$ cat config.mk
export PLATFORM = sky130hd
export DESIGN_NAME = disp_irq_ctrl
export DESIGN_NICKNAME = d
export VERILOG_FILES = /design/src/rtl/dic_pkg.sv /design/src/rtl/dic_event_map.sv /design/src/rtl/dic_ident.sv /design/src/rtl/dic_irq.sv /design/src/rtl/disp_irq_ctrl.sv
export SDC_FILE = /design/constraint.sdc
export NUM_CORES = 1
export LEC_CHECK = 0
export BUFFER_PORTS_ARGS = -buffer_cell sky130_fd_sc_hd__buf_2
export CAP_MARGIN = 20
export CORE_ASPECT_RATIO = 1.2
export CORE_MARGIN = 10
export CORE_UTILIZATION = 45
export CTS_CLUSTER_DIAMETER = 150
export DETAILED_ROUTE_END_ITERATION = 16
export PLACE_DENSITY = 0.77
export SYNTH_ARGS = -nofsm -noshare
export SYNTH_HDL_FRONTEND = slang
export SYNTH_SLANG_ARGS = --single-unit
$ cat constraint.sdc
create_clock -name clk -period 1.9 [get_ports clk]
set_input_delay 0.285 -clock clk [delete_from_list [all_inputs] [get_ports clk]]
set_output_delay 0.285 -clock clk [all_outputs]
set_load 0.005 [all_outputs]
$ cat src/rtl/dic_pkg.sv
package dic_pkg;

  typedef enum logic [2:0] {
    DIC_A_CTRLA = 3'd0,
    DIC_A_CTRLB = 3'd1,
    DIC_A_STATA = 3'd2,
    DIC_A_STATB = 3'd3,
    DIC_A_IDENT = 3'd4
  } dic_addr_e;

  localparam int unsigned STATA_LO_W = 13;

  // status word A bit positions
  localparam int unsigned SA_LAST = 0;
  localparam int unsigned SA_SOF0 = 1;
  localparam int unsigned SA_BERR = 2;
  localparam int unsigned SA_ACB  = 3;
  localparam int unsigned SA_IU0  = 4;
  localparam int unsigned SA_IU1  = 5;
  localparam int unsigned SA_OUR  = 6;
  localparam int unsigned SA_QDIS = 7;
  localparam int unsigned SA_EOF0 = 8;
  localparam int unsigned SA_BRN0 = 9;
  localparam int unsigned SA_SUBQ = 10;
  localparam int unsigned SA_RDST = 11;
  localparam int unsigned SA_CMD  = 12;
  localparam int unsigned SA_CH_LSB = 28;

  // mask positions inside control word A
  localparam int unsigned CA_ENABLE = 0;
  localparam int unsigned CA_M_LAST = 3;
  localparam int unsigned CA_M_SOF0 = 4;
  localparam int unsigned CA_M_IU0  = 5;
  localparam int unsigned CA_M_EOF0 = 6;
  localparam int unsigned CA_M_QDIS = 11;
  localparam int unsigned CA_M_BRN0 = 20;
  localparam int unsigned CA_M_OUR  = 21;
  localparam int unsigned CA_M_RDST = 23;
  localparam int unsigned CA_M_CMD  = 24;
  // control word B mask for underrun of channel 1 (lives in status A)
  localparam int unsigned CB_M_IU1  = 24;

  localparam logic [31:0] CTRLA_KEEP = 32'h07FF_FFFF;
  localparam logic [31:0] CTRLB_KEEP = 32'h3F3F_3F3F;
  localparam logic [31:0] STATB_CLR  = 32'h003E_3F3F;
  localparam logic [11:0] STATA_CLR  = 12'hFFF;

endpackage

$ cat src/rtl/dic_event_map.sv
module dic_event_map #(
  parameter int unsigned NUM_CH = 7
) (
  input  logic [NUM_CH-1:0] ev_sof,
  input  logic [NUM_CH-1:0] ev_eof,
  input  logic [NUM_CH-1:0] ev_brn,
  input  logic [NUM_CH-1:0] ev_iu,
  input  logic              ev_berr,
  input  logic [2:0]        ev_berr_ch,
  input  logic              ev_lastdone,
  input  logic              ev_acbias,
  input  logic              ev_outrun,
  input  logic              ev_rdstat,
  input  logic              ev_cmd,
  input  logic              m_sof0,
  input  logic              m_eof0,
  input  logic              m_brn0,
  input  logic [21:0]       ctrlb_lo,
  output logic [12:0]       sa_set,
  output logic [31:0]       sb_set,
  output logic [NUM_CH-1:0] qual
);
  import dic_pkg::*;

  always_comb begin
    sa_set          = '0;
    sa_set[SA_LAST] = ev_lastdone;
    sa_set[SA_SOF0] = ev_sof[0];
    sa_set[SA_BERR] = ev_berr;
    sa_set[SA_ACB]  = ev_acbias;
    sa_set[SA_IU0]  = ev_iu[0];
    sa_set[SA_IU1]  = ev_iu[1];
    sa_set[SA_OUR]  = ev_outrun;
    sa_set[SA_EOF0] = ev_eof[0];
    sa_set[SA_BRN0] = ev_brn[0];
    sa_set[SA_RDST] = ev_rdstat;
    sa_set[SA_CMD]  = ev_cmd;
  end

  always_comb begin
    sb_set = '0;
    for (int ch = 1; ch < NUM_CH; ch++) begin
      sb_set[ch-1]  = ev_sof[ch];
      sb_set[ch+7]  = ev_eof[ch];
      sb_set[ch+15] = ev_brn[ch];
      if (ch >= 2) sb_set[ch+23] = ev_iu[ch];
    end
  end

  for (genvar ch = 0; ch < NUM_CH; ch++) begin : g_qual
    logic berr_hit;
    assign berr_hit = ev_berr && (ev_berr_ch == 3'(ch));
    if (ch == 0) begin : g_lane0
      assign qual[ch] = (ev_sof[ch] & ~m_sof0) | (ev_eof[ch] & ~m_eof0) |
                        (ev_brn[ch] & ~m_brn0) | berr_hit;
    end else begin : g_lanen
      assign qual[ch] = (ev_sof[ch] & ~ctrlb_lo[ch-1]) |
                        (ev_eof[ch] & ~ctrlb_lo[ch+7]) |
                        (ev_brn[ch] & ~ctrlb_lo[ch+15]) | berr_hit;
    end
  end

endmodule

$ cat src/rtl/dic_ident.sv
module dic_ident #(
  parameter int unsigned NUM_CH = 7,
  parameter int unsigned ID_W   = 32
) (
  input  logic                     clk,
  input  logic                     rst_n,
  input  logic [NUM_CH-1:0]        qual,
  input  logic                     irq_q,
  input  logic [NUM_CH*ID_W-1:0]   frame_ids,
  output logic [ID_W-1:0]          ident_q,
  output logic                     subq_set
);
  logic [ID_W-1:0] pick;
  logic            any_qual;
  logic            ident_en;

  always_comb begin
    pick = '0;
    for (int ch = NUM_CH - 1; ch >= 0; ch--) begin
      if (qual[ch]) pick = frame_ids[ch*ID_W +: ID_W];
    end
  end

  assign any_qual = |qual;
  assign ident_en = any_qual & ~irq_q;
  assign subq_set = any_qual & irq_q;

  always_ff @(posedge clk or negedge rst_n) begin
    if (!rst_n) begin
      ident_q <= '0;
    end else if (ident_en) begin
      ident_q <= pick;
    end
  end

endmodule

$ cat src/rtl/dic_irq.sv
module dic_irq (
  input  logic        clk,
  input  logic        rst_n,
  input  logic [12:0] sa_lo,
  input  logic [12:0] sa_mask,
  input  logic [31:0] sb,
  input  logic [31:0] ctrlb,
  output logic        irq_q
);
  logic level;

  always_comb begin
    level = (|(sa_lo & ~sa_mask)) | (|(sb & ~ctrlb));
  end

  always_ff @(posedge clk or negedge rst_n) begin
    if (!rst_n) irq_q <= 1'b0;
    else        irq_q <= level;
  end

endmodule

$ cat src/rtl/disp_irq_ctrl.sv
module disp_irq_ctrl #(
  parameter int unsigned NUM_CH = 7,
  parameter int unsigned ID_W   = 32
) (
  input  logic                   clk,
  input  logic                   rst_n,
  input  logic                   bus_wr,
  input  logic [2:0]             bus_addr,
  input  logic [31:0]            bus_wdata,
  output logic [31:0]            bus_rdata,
  input  logic [NUM_CH-1:0]      ev_sof,
  input  logic [NUM_CH-1:0]      ev_eof,
  input  logic [NUM_CH-1:0]      ev_brn,
  input  logic [NUM_CH-1:0]      ev_iu,
  input  logic                   ev_berr,
  input  logic [2:0]             ev_berr_ch,
  input  logic                   ev_lastdone,
  input  logic                   ev_acbias,
  input  logic                   ev_outrun,
  input  logic                   ev_rdstat,
  input  logic                   ev_cmd,
  input  logic [NUM_CH*ID_W-1:0] frame_ids,
  output logic                   irq
);
  import dic_pkg::*;

  logic [31:0] ctrla_q, ctrla_d, ctrlb_q, ctrlb_d;
  logic [12:0] sa_lo_q, sa_lo_d;
  logic [2:0]  sa_ch_q, sa_ch_d;
  logic [31:0] sb_q, sb_d;
  logic        ctrla_en, ctrlb_en, sa_en, sb_en;
  logic [12:0] sa_set_ev, sa_set, sa_clr, sa_mask;
  logic [31:0] sb_set, sb_clr;
  logic [NUM_CH-1:0] qual;
  logic        qdis_set, subq_set, irq_q;
  logic [ID_W-1:0] ident_q;
  logic [31:0] stata;

  assign ctrla_en = bus_wr && (bus_addr == DIC_A_CTRLA);
  assign ctrlb_en = bus_wr && (bus_addr == DIC_A_CTRLB);
  assign sa_en    = 1'b1;
  assign sb_en    = 1'b1;

  // per-bit mask for status word A; bits 3 and 10 never raise the line
  always_comb begin
    sa_mask          = '0;
    sa_mask[SA_LAST] = ctrla_q[CA_M_LAST];
    sa_mask[SA_SOF0] = ctrla_q[CA_M_SOF0];
    sa_mask[SA_BERR] = 1'b0;
    sa_mask[SA_ACB]  = 1'b1;
    sa_mask[SA_IU0]  = ctrla_q[CA_M_IU0];
    sa_mask[SA_IU1]  = ctrlb_q[CB_M_IU1];
    sa_mask[SA_OUR]  = ctrla_q[CA_M_OUR];
    sa_mask[SA_QDIS] = ctrla_q[CA_M_QDIS];
    sa_mask[SA_EOF0] = ctrla_q[CA_M_EOF0];
    sa_mask[SA_BRN0] = ctrla_q[CA_M_BRN0];
    sa_mask[SA_SUBQ] = 1'b1;
    sa_mask[SA_RDST] = ctrla_q[CA_M_RDST];
    sa_mask[SA_CMD]  = ctrla_q[CA_M_CMD];
  end

  dic_event_map #(.NUM_CH(NUM_CH)) u_map (
    .ev_sof      (ev_sof),
    .ev_eof      (ev_eof),
    .ev_brn      (ev_brn),
    .ev_iu       (ev_iu),
    .ev_berr     (ev_berr),
    .ev_berr_ch  (ev_berr_ch),
    .ev_lastdone (ev_lastdone),
    .ev_acbias   (ev_acbias),
    .ev_outrun   (ev_outrun),
    .ev_rdstat   (ev_rdstat),
    .ev_cmd      (ev_cmd),
    .m_sof0      (sa_mask[SA_SOF0]),
    .m_eof0      (sa_mask[SA_EOF0]),
    .m_brn0      (sa_mask[SA_BRN0]),
    .ctrlb_lo    (ctrlb_q[21:0]),
    .sa_set      (sa_set_ev),
    .sb_set      (sb_set),
    .qual        (qual)
  );

  dic_ident #(.NUM_CH(NUM_CH), .ID_W(ID_W)) u_ident (
    .clk       (clk),
    .rst_n     (rst_n),
    .qual      (qual),
    .irq_q     (irq_q),
    .frame_ids (frame_ids),
    .ident_q   (ident_q),
    .subq_set  (subq_set)
  );

  dic_irq u_irq (
    .clk     (clk),
    .rst_n   (rst_n),
    .sa_lo   (sa_lo_q),
    .sa_mask (sa_mask),
    .sb      (sb_q),
    .ctrlb   (ctrlb_q),
    .irq_q   (irq_q)
  );

  assign qdis_set = ctrla_en && ctrla_q[CA_ENABLE] && !bus_wdata[CA_ENABLE];

  // next state: set beats clear
  always_comb begin
    ctrla_d = bus_wdata & CTRLA_KEEP;
    ctrlb_d = bus_wdata & CTRLB_KEEP;

    sa_set          = sa_set_ev;
    sa_set[SA_QDIS] = qdis_set;
    sa_set[SA_SUBQ] = subq_set;
    sa_clr          = '0;
    if (bus_wr && (bus_addr == DIC_A_STATA)) sa_clr[11:0] = bus_wdata[11:0] & STATA_CLR;
    sa_lo_d = (sa_lo_q & ~sa_clr) | sa_set;

    sa_ch_d = sa_ch_q;
    if (bus_wr && (bus_addr == DIC_A_STATA) && bus_wdata[SA_BERR]) sa_ch_d = '0;
    if (ev_berr) sa_ch_d = ev_berr_ch;

    sb_clr = '0;
    if (bus_wr && (bus_addr == DIC_A_STATB)) sb_clr = bus_wdata & STATB_CLR;
    sb_d = (sb_q & ~sb_clr) | sb_set;
  end

  always_ff @(posedge clk or negedge rst_n) begin
    if (!rst_n) begin
      ctrla_q <= '0;
      ctrlb_q <= '0;
      sa_lo_q <= '0;
      sa_ch_q <= '0;
      sb_q    <= '0;
    end else begin
      if (ctrla_en) ctrla_q <= ctrla_d;
      if (ctrlb_en) ctrlb_q <= ctrlb_d;
      if (sa_en) begin
        sa_lo_q <= sa_lo_d;
        sa_ch_q <= sa_ch_d;
      end
      if (sb_en) sb_q <= sb_d;
    end
  end

  assign stata = {1'b0, sa_ch_q, 15'b0, sa_lo_q};

  always_comb begin
    case (bus_addr)
      DIC_A_CTRLA: bus_rdata = ctrla_q;
      DIC_A_CTRLB: bus_rdata = ctrlb_q;
      DIC_A_STATA: bus_rdata = stata;
      DIC_A_STATB: bus_rdata = sb_q;
      DIC_A_IDENT: bus_rdata = 32'(ident_q);
      default:     bus_rdata = '0;
    endcase
  end

  assign irq = irq_q;

endmodule

==> impl_metrics.env, run 1 <==
export IMPL_yosys_area_top_type="dfrtp_1"
export IMPL_area_growth_pct=40.7
export IMPL_drt_iter0_drc=984
export IMPL_highest_layer="met4"
export IMPL_place_area_sq_um=10900
export IMPL_hold_violations=0
export IMPL_wl_met1_um=13600
export IMPL_vias=9144
export IMPL_worst_slack_ns=-0.122
export IMPL_dieWidth_um=145
export IMPL_root_buffer="clkbuf_16"
export IMPL_crit_type="reg -> reg"
export IMPL_grt_start_max_net_pins=41
export IMPL_reg2reg_setup_slack_ns=-0.12
export IMPL_grt_pass1_vias=9794
export IMPL_htreeDepth=4
export IMPL_setup_viol=34
export IMPL_yosys_register_bits=123
export IMPL_clkLatencyLatePin_ns=0.43
export IMPL_tightest_slew_ns=0.549
export IMPL_coreArea_sq_um=18300
export IMPL_place_detailed_hpwl_um=28600
export IMPL_clk_path_buf_depth=2
export IMPL_failed_checks="setup timing"
export IMPL_synth_edf_count=0
export IMPL_crit_path_max_fanout=22
export IMPL_stdcell_area_sq_um=11900
export IMPL_track_usage_pct=28.3
export IMPL_powerDensity_nw_per_um2=799
export IMPL_slew_limit_headroom_pct=63.4
export IMPL_hold_path_class="in -> reg"
export IMPL_io_pin_count=332
export IMPL_num_rows=54
export IMPL_final_nets=1603
export IMPL_syn_num_nets=1235
export IMPL_portBuffers=329
export IMPL_cp_startpoint="ctrla_q[20]"
export IMPL_synthArstFlopShare_pct=100
export IMPL_wl_met2_um=18900
export IMPL_ys_warn_count=0
export IMPL_drtAntennaViolNets=0
export IMPL_drt_wl_total_um=37100
export IMPL_synth_ff_type="dfrtp_1"
export IMPL_vdd_drop_max_mv=0.664
export IMPL_overflow=0
export IMPL_gp_routability_congestion=0.959
export IMPL_ys_top_cells_by_area="dfrtp_1 (36%), mux2_2 (5.9%), a21oi_1 (5.3%)"
export IMPL_rr_startpoint="ctrla_q[20]"
export IMPL_finClkSkew_ns=0.0150
export IMPL_layout_drive_gt1_share_pct=45.6
export IMPL_post_route_drc_count=0
export IMPL_synth_cell_type_count=63
export IMPL_fmaxAchievable_mhz=494
export IMPL_min_period_ns=2.02
export IMPL_drt_pass1_iter_count=5
export IMPL_end_kind="register"
export IMPL_antenna_found_initial=8
export IMPL_rsz0062_at_grt="yes"
export IMPL_slew_viol_final=0
export IMPL_viasPerCell=5.80
export IMPL_cts_sinks=123
export IMPL_synthCells=936
export IMPL_start_util_pct=46.1
export IMPL_cap_violations=0
export IMPL_clk_pin_slew_ns=0.06
export IMPL_cts_tree="built"
export IMPL_dieArea_sq_um=24700
export IMPL_die_h_um=170
export IMPL_routedWlPerCell_um=23.5
export IMPL_numCtsBuffers=17
export IMPL_pre_cts_ws_ns=-0.207
export IMPL_p_leak_nw=5.42
export IMPL_synth_seq_area_share_pct=36.5
export IMPL_grt_pass1_wl_um=55200
export IMPL_met3WireLength_um=3340
export IMPL_synth_avg_cell_area_sq_um=9.02
export IMPL_syn_cell_area_sq_um=8440
export IMPL_hp_start="ev_iu[1]"
export IMPL_arrival_ns=2.33
export IMPL_startpoint_type="register"
export IMPL_status="finished, violations left"
export IMPL_synth_top_cell_area_share_pct=36.5
export IMPL_worstPathRequired_ns=2.21
export IMPL_fin_crit_sh_pct=106
per-stage QoR:
stage	cells	hold slack, ns	utilization [%]	total power, mW	setup TNS (ns)
after floorplan	936	-0.0106	-	4.82	0
after global placement	1525	0.298	59.7	6.16	-4.04
final	1577	0.0309	64.8	9.49	-2.22
after detailed placement	1525	0.300	59.7	6.23	-5.24
after global routing	1577	0.0269	64.8	9.89	-6.06
after CTS	1563	0.0271	63.5	9.33	-2.79
flip-flops by register name, summed over array words and instances, names as in the netlist:
name and cells:
u_irq.irq_q 1, u_ident.ident_q 32, ctrlb_q 24, ctrla_q 27, sa_lo_q 13, sa_ch_q 3, sb_q 23
area by class of cell:
cell class | count | area (sq um)
multi-input cells | 696 | 4920
clock buffers | 21 | 470
diodes | 8 | 20.0
repair buffers | 425 | 2830
clock inverters | 11 | 85.1
fillers | 1522 | 6440
flip-flops and latches | 123 | 3080
inverters | 41 | 154
well taps | 252 | 315
synthesized netlist by cell type (3+ instances only):
cell	count
o21a_1	32
a21o_1	23
nor4_1	3
mux2i_1	37
nand2b_1	9
buf_2	15
inv_1	41
a22o_1	6
buf_6	10
buf_1	4
dfrtp_1	123
mux2_2	44
dlygate4sd1_1	3
a21oi_1	90
and3_1	3
nor2_1	99
o21ai_0	54
nor2b_1	6
a21oi_2	30
o2bb2ai_1	32
clkbuf_1	36
o31ai_2	30
nor3b_1	33
or2_2	7
nand2_1	62
a221oi_1	3
o22ai_1	54
nand4_1	3
kinds of logic (layout without fill, tap and decap cells):
family	Yosys count	count (layout)	share of synthesized area [%]
buf+inv	117	498	7.25
mux	82	82	10.5
simple gates	242	242	14.3
flops	123	123	36.5
other cells	0	8	0
xor+xnor	1	1	0.104
compound gates	371	371	31.4
final timing paths:
path | end | cells past startpoint
worst max-delay path | u_ident.ident_q[1] | 7
worst min-delay path | sa_lo_q[5] | 2
worst max register to register | u_ident.ident_q[1] | 7
worst min register to register | sa_lo_q[3] | 1
max in group asynchronous | ctrlb_q[17] | 3
min in group asynchronous | ctrla_q[15] | 2
per-layer routing:
layer	track usage (%)	vias to the layer above
met4	11.9	0
met1	32.2	4330
met5	0	-
met3	7.96	81
li1	-	4151
met2	49.1	582
worst max-delay path, stage by stage, from the launching register on:
cell and delay [ns]:
dfrtp_1 0.42, o22ai_1 0.11, buf_4 0.17, a221oi_4 0.43
buf_4 0.37, nor3b_1 0.08, a21oi_1 0.22, o31ai_4 0.10
layout by cell type (no fill, tap or decap), types with 35 or more instances in the layout:
cell type and instances:
a21oi_1 86, buf_2 328, buf_4 59, dfrtp_1 123, inv_1 39, mux2_2 44, mux2i_1 35, nand2_1 62
nor2_1 96, o21ai_0 49, o22ai_1 53
repair_timing:
action	in CTS	in global routing
endpoints found under the hold margin	30	0
setup buffers	4	3
gates resized for setup	14	25
cloned	1	4
pin swaps	6	18
hold buffers	1	0
setup endpoints to repair	34	43
report_power, final:
group | switching, mW | total, mW | internal, mW
Combinational | 1.70 | 3.17 | 1.47
Clock | 1.28 | 3.07 | 1.78
Sequential | 0.297 | 3.25 | 2.95
No activity file was read; power rests on OpenSTA's default activity.
==> inputs of run 2 (changes only) <==
--- a/config.mk
+++ b/config.mk
@@ -9,10 +9,11 @@
 export CAP_MARGIN = 20
 export CORE_ASPECT_RATIO = 1.2
 export CORE_MARGIN = 10
-export CORE_UTILIZATION = 45
+export CORE_UTILIZATION = 35
 export CTS_CLUSTER_DIAMETER = 150
 export DETAILED_ROUTE_END_ITERATION = 16
-export PLACE_DENSITY = 0.77
+export PLACE_DENSITY = 0.62
+export REMOVE_ABC_BUFFERS = 1
 export SYNTH_ARGS = -nofsm -noshare
 export SYNTH_HDL_FRONTEND = slang
 export SYNTH_SLANG_ARGS = --single-unit
==> run 2 against run 1 <==
Against the previous run:
- the run still ends with setup timing left
- clock-buffer cell count shrank 2
- critical path depth grew 2
- combinational power grew 7.9%
- fmax shrank 0.34%
- final cell count grew 4.9%
- first-iteration DRC count shrank 47%
- die area grew 25%
- flip-flop and latch count is the same
- highest routed layer unchanged
==> impl_metrics.env, run 2 (synthesis gave the netlist of run 1 again) <==
export IMPL_place_area_sq_um=11100
export IMPL_dieWidth_um=162
export IMPL_setup_viol=33
export IMPL_most_common_layout_cells="buf_2 (327), dfrtp_1 (123), nor2_1 (97)"
export IMPL_grt_pass1_wl_um=56300
export IMPL_fmaxAchievable_mhz=493
export IMPL_coreArea_sq_um=23800
export IMPL_htreeDepth=4
export IMPL_vdd_drop_max_mv=0.454
export IMPL_status="finished, violations left"
export IMPL_post_route_drc_count=0
export IMPL_worstPathRequired_ns=2.24
export IMPL_min_period_ns=2.03
export IMPL_area_growth_pct=43.7
export IMPL_largest_register="u_ident.ident_q"
export IMPL_hold_violations=0
export IMPL_die_h_um=190
export IMPL_worst_slack_ns=-0.129
export IMPL_cts_tree="built"
export IMPL_num_rows=62
export IMPL_nFillCells=2278
export IMPL_largest_reg_flops=32
export IMPL_clk_pin_slew_ns=0.07
export IMPL_powerDensity_nw_per_um2=822
export IMPL_track_usage_pct=23.6
export IMPL_tightest_slew_ns=0.719
export IMPL_drtAntennaViolNets=0
export IMPL_pre_cts_ws_ns=-0.0983
export IMPL_failed_checks="setup timing"
export IMPL_postLayoutCoreUtil_pct=50.9
export IMPL_finalPower_mw=9.96
export IMPL_clkLatencyLatePin_ns=0.42
export IMPL_fin_crit_sh_pct=107
export IMPL_hold_path_class="in -> reg"
export IMPL_routedWlPerCell_um=23.1
export IMPL_rsz0062_at_grt="yes"
export IMPL_clk_path_buf_depth=2
export IMPL_root_buffer="clkbuf_16"
export IMPL_arrival_ns=2.36
export IMPL_stdcell_area_sq_um=12100
export IMPL_grt_start_max_net_pins=124
export IMPL_drt_iter0_drc=517
export IMPL_slew_viol_final=0
export IMPL_finClkSkew_ns=0.00968
export IMPL_gp_routability_congestion=0.875
export IMPL_final_common_cell="buf_2"
export IMPL_end_kind="register"
export IMPL_p_leak_nw=5.50
export IMPL_dieArea_sq_um=30700
export IMPL_crit_type="reg -> reg"
export IMPL_antenna_found_initial=6
export IMPL_crit_path_max_fanout=10
export IMPL_drt_wl_total_um=38100
export IMPL_final_nets=1615
export IMPL_startpoint_type="register"
export IMPL_vias=9015
export IMPL_cts_sinks=123
export IMPL_layout_drive_gt1_share_pct=46.9
export IMPL_overflow=0
export IMPL_place_detailed_hpwl_um=27800
export IMPL_io_pin_count=332
export IMPL_grt_pass1_vias=9681
export IMPL_portBuffers=329
export IMPL_slew_limit_headroom_pct=52.1
export IMPL_numCtsBuffers=17
export IMPL_viasPerCell=5.45
export IMPL_drt_pass1_iter_count=5
export IMPL_start_util_pct=35.4
export IMPL_cap_violations=0
export IMPL_top_regs="u_ident.ident_q (32), ctrla_q (27), ctrlb_q (24)"
[run 2: critical path, stage by stage (launching register included)]
cell and delay (ns):
dfrtp_1 0.37, inv_2 0.04, a222oi_1 0.38, buf_4 0.20, nor2b_4 0.19, buf_6 0.15, clkbuf_16 0.17, nor2_1 0.05
o21a_1 0.19, o31ai_2 0.21
[run 2: cell type report]
cell class                 instances  area (sq um)  share of cell area [%]
inverter                          41           158                    1.30
multi-input combinational        696          4950                    40.8
timing repair buffer             437          2930                    24.2
clock buffer                      19           453                    3.74
sequential                       123          3080                    25.4
clock inverter                    13           140                    1.16
tap                              320           400                    3.30
antenna                            5          12.5                   0.103
[run 2: repair_timing]
action / 4_1_cts / 5_1_grt
hold endpoints to repair: 0 / 2
pin swaps: 3 / 20
endpoints found under the setup margin: 37 / 41
hold buffers: 0 / 1
gates resized for setup: 26 / 22
gates cloned: 3 / 3
setup buffers: 10 / 4
[run 2: final timing paths]
check                                     from                   to  slack [ns]  cells past startpoint
min in group asynchronous                rst_n             sb_q[26]        0.50                      3
max in group asynchronous                rst_n           sa_lo_q[7]        0.86                      3
hold / removal                        ev_iu[4]             sb_q[27]        0.05                      2
hold reg to reg            u_ident.ident_q[18]  u_ident.ident_q[18]        0.50                      2
setup reg to reg                    ctrlb_q[3]   u_ident.ident_q[6]       -0.13                      9
setup / recovery                    ctrlb_q[3]   u_ident.ident_q[6]       -0.13                      9
[run 2: per-layer routing]
metal	track usage, %	part of all wire [%]	vias to the layer above	routed length [um]
li1	-	-	4177	-
met1	27.9	40	4373	15400
met2	40.1	50	395	19000
met3	5.47	6.8	70	2590
met4	10.4	3.1	0	1180
met5	0	0	-	0
[run 2: where the power goes]
part	total (mW)	internal (mW)	leakage, nW	switching (mW)
registers	3.21	2.95	1.36	0.257
clock network	3.33	2.01	0.294	1.32
logic	3.42	1.62	3.84	1.80
[run 2: stage by stage]
stage	TNS, ns	cells	hold slack [ns]
floorplan	-107.42	860	-0.0106
global placement	-3.08	1597	0.454
detailed placement	-2.53	1597	0.454
CTS	-0.500	1642	0.00315
global route	-6.31	1654	0.0384
finish	-3.10	1654	0.0474
